$ cat src/rtl/ferase_pkg.sv
package ferase_pkg;

  typedef enum logic [1:0] {
    ST_OK     = 2'd0,
    ST_BADSEL = 2'd1,
    ST_RETRY  = 2'd2,
    ST_WDOG   = 2'd3
  } ferase_status_e;

  typedef enum logic [2:0] {
    S_IDLE  = 3'd0,
    S_ERASE = 3'd1,
    S_DWR   = 3'd2,
    S_RD    = 3'd3,
    S_CHK   = 3'd4
  } ferase_state_e;

  localparam logic [7:0]  DUMMY_BYTE  = 8'hFF;
  localparam logic [31:0] ERASED_WORD = 32'hFFFF_FFFF;

endpackage

$ cat src/rtl/ferase_sel_chk.sv
// Block-select validation: counts set bits and extracts the selected index.
module ferase_sel_chk #(
  parameter int NUM_BLOCKS = 4,
  localparam int BLK_W = (NUM_BLOCKS > 1) ? $clog2(NUM_BLOCKS) : 1
) (
  input  logic [NUM_BLOCKS-1:0] mask,
  output logic                  one_hot,
  output logic [BLK_W-1:0]      idx
);

  always_comb begin
    int hits;
    hits = 0;
    idx  = '0;
    for (int i = 0; i < NUM_BLOCKS; i++) begin
      if (mask[i]) begin
        hits = hits + 1;
        idx  = BLK_W'(i);
      end
    end
    one_hot = (hits == 1);
  end

endmodule

$ cat src/rtl/ferase_timer.sv
// Erase pulse counter plus an independent watchdog counter.
module ferase_timer #(
  parameter int PULSE_W    = 16,
  parameter int WDOG_LIMIT = 198,
  localparam int WD_W = $clog2(WDOG_LIMIT + 1)
) (
  input  logic               clk,
  input  logic               rst,
  input  logic               run,
  input  logic [PULSE_W-1:0] plen,
  output logic               pulse_done,
  output logic               wdog_hit
);

  logic [PULSE_W-1:0] pcnt_q;
  logic [WD_W-1:0]    wcnt_q;
  logic [PULSE_W-1:0] plen_eff;

  assign plen_eff   = (plen == '0) ? PULSE_W'(1) : plen;
  assign pulse_done = run && (pcnt_q == plen_eff - PULSE_W'(1));
  assign wdog_hit   = run && !pulse_done && (wcnt_q == WD_W'(WDOG_LIMIT - 1));

  always_ff @(posedge clk) begin
    if (rst || !run) begin
      pcnt_q <= '0;
      wcnt_q <= '0;
    end else begin
      pcnt_q <= pcnt_q + PULSE_W'(1);
      wcnt_q <= wcnt_q + WD_W'(1);
    end
  end

endmodule

$ cat src/rtl/ferase_vaddr.sv
// Verify address generator: block index plus word offset, byte aligned.
module ferase_vaddr #(
  parameter int NUM_BLOCKS  = 4,
  parameter int BLOCK_WORDS = 8,
  localparam int BLK_W  = (NUM_BLOCKS > 1) ? $clog2(NUM_BLOCKS) : 1,
  localparam int WOFF_W = (BLOCK_WORDS > 1) ? $clog2(BLOCK_WORDS) : 1,
  localparam int ADDR_W = BLK_W + WOFF_W + 2
) (
  input  logic              clk,
  input  logic              rst,
  input  logic              load,
  input  logic [BLK_W-1:0]  load_idx,
  input  logic              rewind,
  input  logic              step,
  output logic [ADDR_W-1:0] addr,
  output logic              last
);

  logic [BLK_W-1:0]  blk_q;
  logic [WOFF_W-1:0] woff_q;

  always_ff @(posedge clk) begin
    if (rst) begin
      blk_q  <= '0;
      woff_q <= '0;
    end else if (load) begin
      blk_q  <= load_idx;
      woff_q <= '0;
    end else if (rewind) begin
      woff_q <= '0;
    end else if (step) begin
      woff_q <= woff_q + WOFF_W'(1);
    end
  end

  assign addr = {blk_q, woff_q, 2'b00};
  assign last = (woff_q == WOFF_W'(BLOCK_WORDS - 1));

endmodule

$ cat src/rtl/ferase_seq.sv
module ferase_seq
  import ferase_pkg::*;
#(
  parameter int NUM_BLOCKS  = 4,
  parameter int BLOCK_WORDS = 8,
  parameter int PULSE_W     = 16,
  parameter int MAX_PASS    = 100,
  parameter int CLK_KHZ     = 250000,
  localparam int BLK_W  = (NUM_BLOCKS > 1) ? $clog2(NUM_BLOCKS) : 1,
  localparam int WOFF_W = (BLOCK_WORDS > 1) ? $clog2(BLOCK_WORDS) : 1,
  localparam int ADDR_W = BLK_W + WOFF_W + 2
) (
  input  logic                  clk,
  input  logic                  rst,
  input  logic                  start,
  input  logic [NUM_BLOCKS-1:0] blk_mask,
  input  logic [PULSE_W-1:0]    erase_cycles,
  output logic                  busy,
  output logic                  done,
  output logic [1:0]            status,
  output logic                  irq_mask,
  output logic                  erase_en,
  output logic [NUM_BLOCKS-1:0] erase_blk,
  output logic                  fl_wr,
  output logic                  fl_rd,
  output logic [ADDR_W-1:0]     fl_addr,
  output logic [7:0]            fl_wdata,
  input  logic [31:0]           fl_rdata
);

  // about 19.8 ms expressed in clock cycles, rounded
  localparam int WDOG_LIMIT = (CLK_KHZ * 198 + 5) / 10;
  localparam int PASS_W     = $clog2(MAX_PASS + 1);

  ferase_state_e         state_q, state_n;
  ferase_status_e        status_q, fin_code;
  logic                  sel_ok;
  logic [BLK_W-1:0]      sel_idx;
  logic                  idle, accept, reject, finish;
  logic                  pulse_done, wdog_hit;
  logic                  word_ok, last_word, pass_full;
  logic                  rewind, step;
  logic [PULSE_W-1:0]    plen_q;
  logic [NUM_BLOCKS-1:0] mask_q;
  logic [PASS_W-1:0]     pass_q;

  ferase_sel_chk #(.NUM_BLOCKS(NUM_BLOCKS)) u_sel (
    .mask    (blk_mask),
    .one_hot (sel_ok),
    .idx     (sel_idx)
  );

  ferase_timer #(.PULSE_W(PULSE_W), .WDOG_LIMIT(WDOG_LIMIT)) u_timer (
    .clk        (clk),
    .rst        (rst),
    .run        (state_q == S_ERASE),
    .plen       (plen_q),
    .pulse_done (pulse_done),
    .wdog_hit   (wdog_hit)
  );

  ferase_vaddr #(.NUM_BLOCKS(NUM_BLOCKS), .BLOCK_WORDS(BLOCK_WORDS)) u_vaddr (
    .clk      (clk),
    .rst      (rst),
    .load     (accept),
    .load_idx (sel_idx),
    .rewind   (rewind),
    .step     (step),
    .addr     (fl_addr),
    .last     (last_word)
  );

  assign idle      = (state_q == S_IDLE);
  assign accept    = start && idle && sel_ok;
  assign reject    = start && idle && !sel_ok;
  assign word_ok   = (fl_rdata == ERASED_WORD);
  assign pass_full = (pass_q == PASS_W'(MAX_PASS));
  assign finish    = !idle && (state_n == S_IDLE);

  always_comb begin
    state_n  = state_q;
    fin_code = ST_OK;
    rewind   = 1'b0;
    step     = 1'b0;
    unique case (state_q)
      S_IDLE:  if (accept) state_n = S_ERASE;
      S_ERASE: begin
        if (pulse_done) begin
          state_n = S_DWR;
        end else if (wdog_hit) begin
          state_n  = S_IDLE;
          fin_code = ST_WDOG;
        end
      end
      S_DWR:   state_n = S_RD;
      S_RD:    state_n = S_CHK;
      S_CHK: begin
        if (!word_ok) begin
          if (pass_full) begin
            state_n  = S_IDLE;
            fin_code = ST_RETRY;
          end else begin
            state_n = S_ERASE;
            rewind  = 1'b1;
          end
        end else if (last_word) begin
          state_n = S_IDLE;
        end else begin
          state_n = S_DWR;
          step    = 1'b1;
        end
      end
      default: state_n = S_IDLE;
    endcase
  end

  always_ff @(posedge clk) begin
    if (rst) begin
      state_q   <= S_IDLE;
      status_q  <= ST_OK;
      busy      <= 1'b0;
      irq_mask  <= 1'b0;
      done      <= 1'b0;
      erase_en  <= 1'b0;
      erase_blk <= '0;
      fl_wr     <= 1'b0;
      fl_rd     <= 1'b0;
      fl_wdata  <= '0;
      plen_q    <= '0;
      mask_q    <= '0;
      pass_q    <= '0;
    end else begin
      state_q   <= state_n;
      busy      <= (state_n != S_IDLE);
      irq_mask  <= (state_n != S_IDLE);
      erase_en  <= (state_n == S_ERASE);
      erase_blk <= (state_n == S_ERASE) ? (accept ? blk_mask : mask_q) : '0;
      fl_wr     <= (state_n == S_DWR);
      fl_rd     <= (state_n == S_RD);
      fl_wdata  <= (state_n == S_DWR) ? DUMMY_BYTE : 8'h00;
      done      <= reject || finish;
      if (reject) begin
        status_q <= ST_BADSEL;
      end else if (finish) begin
        status_q <= fin_code;
      end
      if (accept) begin
        plen_q <= erase_cycles;
        mask_q <= blk_mask;
        pass_q <= PASS_W'(1);
      end else if (rewind) begin
        pass_q <= pass_q + PASS_W'(1);
      end
    end
  end

  assign status = status_q;

endmodule

$ cat config.mk
export PLATFORM = sky130hd
export DESIGN_NAME = ferase_seq
export DESIGN_NICKNAME = d
export VERILOG_FILES = /design/src/rtl/ferase_pkg.sv /design/src/rtl/ferase_sel_chk.sv /design/src/rtl/ferase_timer.sv /design/src/rtl/ferase_vaddr.sv /design/src/rtl/ferase_seq.sv
export SDC_FILE = /design/constraint.sdc
export NUM_CORES = 1
export LEC_CHECK = 0
export BUFFER_PORTS_ARGS = -buffer_cell sky130_fd_sc_hd__buf_2
export CAP_MARGIN = 20
export CORE_UTILIZATION = 35
export CTS_CLUSTER_SIZE = 12
export DETAILED_ROUTE_END_ITERATION = 16
export GPL_TIMING_DRIVEN = 0
export HOLD_SLACK_MARGIN = 0.05
export PLACE_DENSITY = 0.55
export REMOVE_ABC_BUFFERS = 1
export SLEW_MARGIN = 40
export SYNTH_ARGS = -nofsm -noshare
export SYNTH_HDL_FRONTEND = slang
export SYNTH_SLANG_ARGS = --single-unit
$ cat constraint.sdc
create_clock -name clk -period 3.26 [get_ports clk]
set_input_delay 0.489 -clock clk [delete_from_list [all_inputs] [get_ports clk]]
set_output_delay 0.489 -clock clk [all_outputs]
set_load 0.1 [all_outputs]
==> results of run 1 <==
[cell families (layout without fill, tap and decap cells)]
| logic type | Yosys count | count (layout) | share of synthesized area (%) |
|---|---|---|---|
| XOR/XNOR | 57 | 57 | 11.5 |
| flip-flops | 85 | 85 | 39.1 |
| AO/OA/AOI/OAI | 49 | 49 | 7.74 |
| other | 1 | 2 | 0.0862 |
| buffers and inverters | 49 | 135 | 5.24 |
| multiplexers | 23 | 23 | 5.32 |
| adder cells (fa/ha/maj) | 10 | 10 | 2.88 |
| AND/OR/NAND/NOR | 232 | 232 | 28.1 |
[per-stage QoR]
step	util [%]	hold slack, ns	power [mW]	cells	setup slack (ns)
6_report	45.4	0.381	2.83	761	-0.0568
5_1_grt	45.4	0.379	2.98	761	-0.240
4_1_cts	44.2	0.375	2.81	752	-0.162
3_5_place_dp	40.2	0.462	1.62	725	-0.798
3_3_place_gp	39.7	0.451	1.60	721	-1.20
2_1_floorplan	-	0.430	1.49	474	-3.29
[how the worst max path moves through the flow]
stage,start,end,slack (ns),depth (start not counted)
floorplan,fl_wdata[6]$_SDFF_PP0_,fl_wdata[0],-3.29,0
global placement,blk_mask[0],status[1]$_SDFFE_PP0P_,-1.20,13
detailed placement,plen_q[8]$_SDFFE_PP0P_,done$_SDFF_PP0_,-0.80,12
CTS,plen_q[10]$_SDFFE_PP0P_,done$_SDFF_PP0_,-0.16,12
global route,plen_q[6]$_SDFFE_PP0P_,irq_mask$_SDFF_PP0_,-0.24,12
finish,plen_q[6]$_SDFFE_PP0P_,erase_blk[2]$_SDFF_PP0_,-0.06,14
[state kept, by name, summed over array words and instances, names as in the netlist, 2 cells and up]
| signal | count |
|---|---|
| u_timer.wcnt_q | 23 |
| u_vaddr.woff_q | 3 |
| u_vaddr.blk_q | 2 |
| mask_q | 4 |
| plen_q | 16 |
| state_q | 3 |
| erase_blk | 4 |
| u_timer.pcnt_q | 16 |
| pass_q | 7 |
| status | 2 |
[repair_timing]
item                       in CTS  in global routing
resized for setup              26                 20
setup endpoints to repair      12                 11
buffers inserted               14                  9
cloned                          0                  0
pin swaps                      21                 14
[Yosys cell counts, types with 2 or more instances]
cell	n
nor2_1	86
dfxtp_1	85
xor2_1	36
nand2_1	26
mux2i_1	22
nand4_1	22
nand3_1	21
xnor2_1	21
a21oi_1	18
clkbuf_1	18
inv_1	16
nor3_1	14
buf_4	11
and3_1	10
ha_1	10
nor4_1	10
o21ai_0	8
or3_1	7
and2_1	4
nand2b_1	4
a211oi_1	3
a21o_1	3
and4_1	3
nor3b_1	3
nor4b_1	3
or2_2	3
or4_4	3
buf_1	2
buf_2	2
nand4b_1	2
nor2b_1	2
nor4_4	2
o21a_1	2
o31a_1	2
or4b_2	2
[per-layer routing]
layer | up-vias | track usage, % | part of all wire (%)
met2 | 49 | 25.8 | 48
met4 | 0 | 5.44 | 1.6
met3 | 12 | 3.88 | 3.2
met1 | 1756 | 21.0 | 48
met5 | - | 0 | 0
li1 | 1922 | - | -
[cell type report]
type                            instances  area share (%)
Inverter                               16            1.10
Clock buffer                           12            4.87
Multi-Input combinational cell        373            46.2
Sequential cell                        85            31.9
Timing Repair Buffer                  103            11.1
Tap cell                              168            3.84
Clock inverter                          4            1.01
[power groups by stage]
| stage | logic (mW) | clock network [mW] | registers, mW |
|---|---|---|---|
| finish | 0.665 | 1.08 | 1.09 |
| global route | 0.725 | 1.16 | 1.10 |
| detailed placement | 0.501 | 0 | 1.12 |
| CTS | 0.611 | 1.11 | 1.10 |
| floorplan | 0.317 | 0 | 1.17 |
| global placement | 0.480 | 0 | 1.12 |
[worst max-delay path, cell delays in order (launching register included)]
cell	delay (ns)
dfxtp_4	0.36
or4_4	0.55
nor3_4	0.23
a21oi_2	0.07
ha_2	0.19
or3b_4	0.25
buf_6	0.11
nor4_4	0.05
mux2_2	0.27
mux2i_1	0.14
a21o_1	0.18
nand4b_1	0.21
o211ai_4	0.35
buf_4	0.17
nor3_2	0.03
==> qor.csv, run 1 <==
stage,metric,value,unit
setup_path,reg-to-reg startpoint,plen_q[6]$_SDFFE_PP0P_,
logic_synthesis,post-synthesis cell area,4350,µm²
logic_synthesis,Area contributors post-synth,"dfxtp_1 (39%), nor2_1 (7.4%), xor2_1 (7.3%), mux2i_1 (5.1%), xnor2_1 (4.2%)",
route,DRT iter0 DRCs,119,
sta,final setup margin,-0.0568,ns
global_route,total grt overflow,0,
route,WL final,9750,µm
cts,clk buf depth,2,
hold_path,Worst Hold Endpoint,plen_q[4]$_SDFFE_PP0P_,
global_route,gr usage total,16.0,%
hold_path,beginning of the worst hold path,erase_cycles[4],
die,Chip Height,113,µm
cts,Root Driver,clkbuf_16,
sta,"Slew Viols, Final",0,
setup_path,CP endpoint kind,register,
sta,Tmin final,3.32,ns
finish,cell area after layout,5470,µm²
route,Pre-antenna DRT Iters,5,
placement,PortBufs,79,
logic_synthesis,share of the synthesized area in the top cell type,39.1,%
finish,Reg area,1750,µm²
global_route,global-route wire length before repair,16400,µm
die,io pins,82,
job,max cap viols,0,
die,num rows,40,
power_and_ir_drop,worst vdd ir,0.000211,V
logic_synthesis,Async SR Flop Fraction,0,%
sta,final cycle utilization of the critical path,102,%
global_route,pin count of the biggest net entering global routing,35,
setup_path,Worst Reg-to-Reg Cells,14,
logic_synthesis,Synth Warn #,0,
finish,most frequent cells in the layout,"nor2_1 (85), buf_2 (79), dfxtp_1 (70), xor2_1 (35), nand2_1 (26)",
logic_synthesis,Post-synth EDFFs,0,
power_and_ir_drop,sequential group share of total power,38.6,%
sta,max frequency,301,MHz
setup_path,Worst R2R End,erase_blk[2]$_SDFF_PP0_,
power_and_ir_drop,Clk pwr share,38.0,%
logic_synthesis,"Top FF cell, synth",dfxtp_1,
die,Starting Density,36.0,%
die,core box area,12100,µm²
die,Die Wd,113,µm
power_and_ir_drop,Net Sw Frac,28.3,%
finish,NumNets Final,653,
logic_synthesis,Cells after Synth,506,
finish,area added between synthesis and finish,25.9,%
logic_synthesis,unique cell type count in the Yosys netlist,55,
cts,"Clk pin slew, worst setup/hold paths",0.06,ns
sta,Hold Fails Final Rpt,0,
global_route,initial antenna violation count,0,
hold_path,worst hold path cell count,3,
sta,RSZ-0062 raised after global routing,yes,
sta,max_slew headroom,52.4,%
logic_synthesis,"flops & latches, synth",85,
placement,placed inst area,4850,µm²
setup_path,Setup CP Type,register to register,
hold_path,Tightest Hold Check Type,input port to register,
cts,hold_buf cts,0,
route,WL per Instance,12.8,µm
placement,RD Place Congestion,0.822,
cts,CTS buffer count,9,
cts,htree depth,3,
power_and_ir_drop,Pleak,2.26,nW
cts,clock sink count,85,
power_and_ir_drop,internal power,2.03,mW
power_and_ir_drop,Comb power frac,23.5,%
finish,Multi-input gate area,2530,µm²
sta,Tightest Pin Transition,0.712,ns
setup_path,Worst Path Arrival,3.52,ns
sta,Final Skew,0.00714,ns
route,vias,3739,
finish,n_diodes,0,
run_status,status,"complete, but fails checks",
cts,clk_lat worst skew,0.34,ns
route,Via density,4.91,
placement,post-DP HPWL,7100,µm
finish,fillers,1205,
sta,TNS Setup,-0.107,ns
setup_path,Crit Path Max Fanout,7,
route,Routed Antenna Nets,0,
power_and_ir_drop,P_sw,801,µW
setup_path,r2r setup slk,-0.06,ns
global_route,vias in the first global route,3499,
logic_synthesis,"Avg Cell Area, Syn",8.59,µm²
setup_path,Critical Path Source Type,register,
route,detailed-route DRC error count,0,
finish,share of cells above drive strength 1,27.8,%
sta,final setup fails,3,
logic_synthesis,"area leader, netlist",dfxtp_1,
setup_path,"Req. time, crit path",3.47,ns
logic_synthesis,"Seq/Total Area, Yosys",39.1,%
run_status,failing checks,negative setup slack,
power_and_ir_drop,pwr dens,518,nW/µm²
finish,"most common cell after layout, fill and taps aside",nor2_1,
die,DIE AREA,12900,µm²
cts,CTS tree,done,
No activity file was read; power rests on OpenSTA's default activity.
==> run 2: changes to the inputs <==
- PLACE_DENSITY: 0.55 -> not set
- PLACE_DENSITY_LB_ADDON: not set -> 0.05
==> qor.csv, run 2 (synthesis gave the netlist of run 1 again) <==
stage,metric,value,unit
finish,Top reg by flops,u_timer.wcnt_q,
sta,max frequency,301,MHz
finish,fillers,1224,
setup_path,CP max stage cell,or4_4,
finish,NumNets Final,653,
route,DRT iter0 DRCs,122,
global_route,vias in the first global route,3392,
route,WL final,10100,µm
power_and_ir_drop,Pleak,2.26,nW
cts,clk buf depth,2,
setup_path,Buf/Inv on CP,0,
cts,"Clk pin slew, worst setup/hold paths",0.06,ns
die,num rows,40,
route,Via density,4.88,
route,WL per Instance,13.3,µm
placement,RD Place Congestion,0.738,
sta,final setup fails,9,
setup_path,Worst Path Arrival,3.59,ns
cts,CTS buffer count,9,
setup_path,Setup CP Type,register to register,
die,core box area,12100,µm²
sta,RSZ-0062 raised after global routing,yes,
finish,"most common cell after layout, fill and taps aside",nor2_1,
placement,post-DP HPWL,7260,µm
die,Die Wd,113,µm
setup_path,Crit Path Max Fanout,5,
cts,htree depth,3,
setup_path,CP top delay family,simple AND/OR/NAND/NOR gates,
power_and_ir_drop,Design Power,2.79,mW
hold_path,Tightest Hold Check Type,input port to register,
finish,Largest register FFs,23,
die,DIE AREA,12900,µm²
sta,final setup margin,-0.0653,ns
global_route,gr usage total,16.5,%
finish,largest registers,"u_timer.wcnt_q x23, plen_q x16, u_timer.pcnt_q x16",
placement,Post-Place Cells,725,
cts,hold_buf cts,0,
route,detailed-route DRC error count,0,
cts,clk_lat worst skew,0.34,ns
sta,Min Hold Slack,0.378,ns
finish,Post-Layout Cell Count,761,
setup_path,crit path cell chain,or4_4 -> nor3_4 -> a21oi_2 -> ha_2 -> or3b_4 -> nor3_2 -> xnor2_1 -> or4b_4 -> nor4_4 -> o2111ai_4 -> a21o_1 -> a41oi_2,
run_status,failing checks,negative setup slack,
finish,most frequent cells in the layout,"nor2_1 (86), buf_2 (79), dfxtp_1 (70), xor2_1 (36), nand2_1 (26)",
sta,final cycle utilization of the critical path,102,%
power_and_ir_drop,worst vdd ir,0.000467,V
route,vias,3714,
global_route,initial antenna violation count,0,
route,Pre-antenna DRT Iters,5,
finish,n_diodes,0,
finish,share of cells above drive strength 1,27.0,%
setup_path,CP endpoint kind,register,
setup_path,Max stage delay on crit path,0.56,ns
sta,Hold Fails Final Rpt,0,
sta,Tmin final,3.33,ns
global_route,total grt overflow,0,
die,io pins,82,
sta,Tightest Pin Transition,0.714,ns
setup_path,"Req. time, crit path",3.52,ns
sta,max_slew headroom,52.4,%
cts,clock sink count,85,
global_route,pin count of the biggest net entering global routing,35,
power_and_ir_drop,pwr dens,511,nW/µm²
run_status,status,"complete, but fails checks",
job,max cap viols,0,
finish,area added between synthesis and finish,25.3,%
sta,"Slew Viols, Final",0,
route,Routed Antenna Nets,0,
cts,CTS tree,done,
setup_path,Critical Path Source Type,register,
global_route,global-route wire length before repair,16600,µm
die,Chip Height,113,µm
placement,PortBufs,79,
sta,Final Skew,0.00400,ns
die,Starting Density,36.0,%
cts,Root Driver,clkbuf_16,
## run 2: path summary, 6_finish.rpt
path,startpoint,to,slack (ns),cells after the start
setup / recovery,plen_q[6]$_SDFFE_PP0P_,irq_mask$_SDFF_PP0_,-0.07,12
hold / removal,erase_cycles[6],plen_q[6]$_SDFFE_PP0P_,0.38,3
setup reg to reg,plen_q[6]$_SDFFE_PP0P_,irq_mask$_SDFF_PP0_,-0.07,12
hold reg to reg,u_timer.wcnt_q[0]$_SDFF_PP0_,u_timer.wcnt_q[0]$_SDFF_PP0_,0.47,1
## run 2: metal layers
layer,GRT usage (%),up-vias,share of wire [%]
li1,-,1912,-
met1,21.0,1748,48
met2,26.4,45,47
met3,5.42,9,3.6
met4,5.00,0,1.3
met5,0,-,0
## run 2: area by class of cell
cell class	count	area (µm²)	share of cell area, %
multi-input cells	373	2520	46.2
flip-flops and latches	85	1740	32.0
repair buffers	103	616	11.3
clock buffers	11	243	4.45
well taps	168	210	3.86
inverters	16	60.1	1.10
clock inverters	5	58.8	1.08
## run 2: power by group
group          switching, mW  internal [mW]
Sequential            0.0294           1.06
Combinational          0.353          0.305
Clock                  0.419          0.616
## run 2: what timing repair did
| item | CTS | global route |
|---|---|---|
| endpoints found under the setup margin | 12 | 14 |
| buffers inserted | 10 | 10 |
| pin swaps | 22 | 10 |
| gates cloned | 0 | 0 |
| gates resized for setup | 27 | 15 |
## run 2: worst register-to-register path, delay by kind of cell (launching register included)
family                     cells  cell delay, ns
xor gates and xnor gates       1            0.20
AOI/OAI and AO/OA              4            0.70
and+or+nand+nor                6            1.82
DFF                            1            0.35
adders and majority gates      1            0.19
## run 2: stage by stage
step           utilization (%)  setup TNS [ns]  setup slack, ns  cell area [µm²]
2_1_floorplan                -          -34.15            -3.29             4180
4_1_cts                   44.0          -0.609           -0.177             5310
6_report                  45.2          -0.177          -0.0653             5450
3_3_place_gp              39.7          -43.51            -1.39             4790
3_5_place_dp              40.1           -6.75           -0.848             4830
5_1_grt                   45.2           -2.07           -0.226             5450
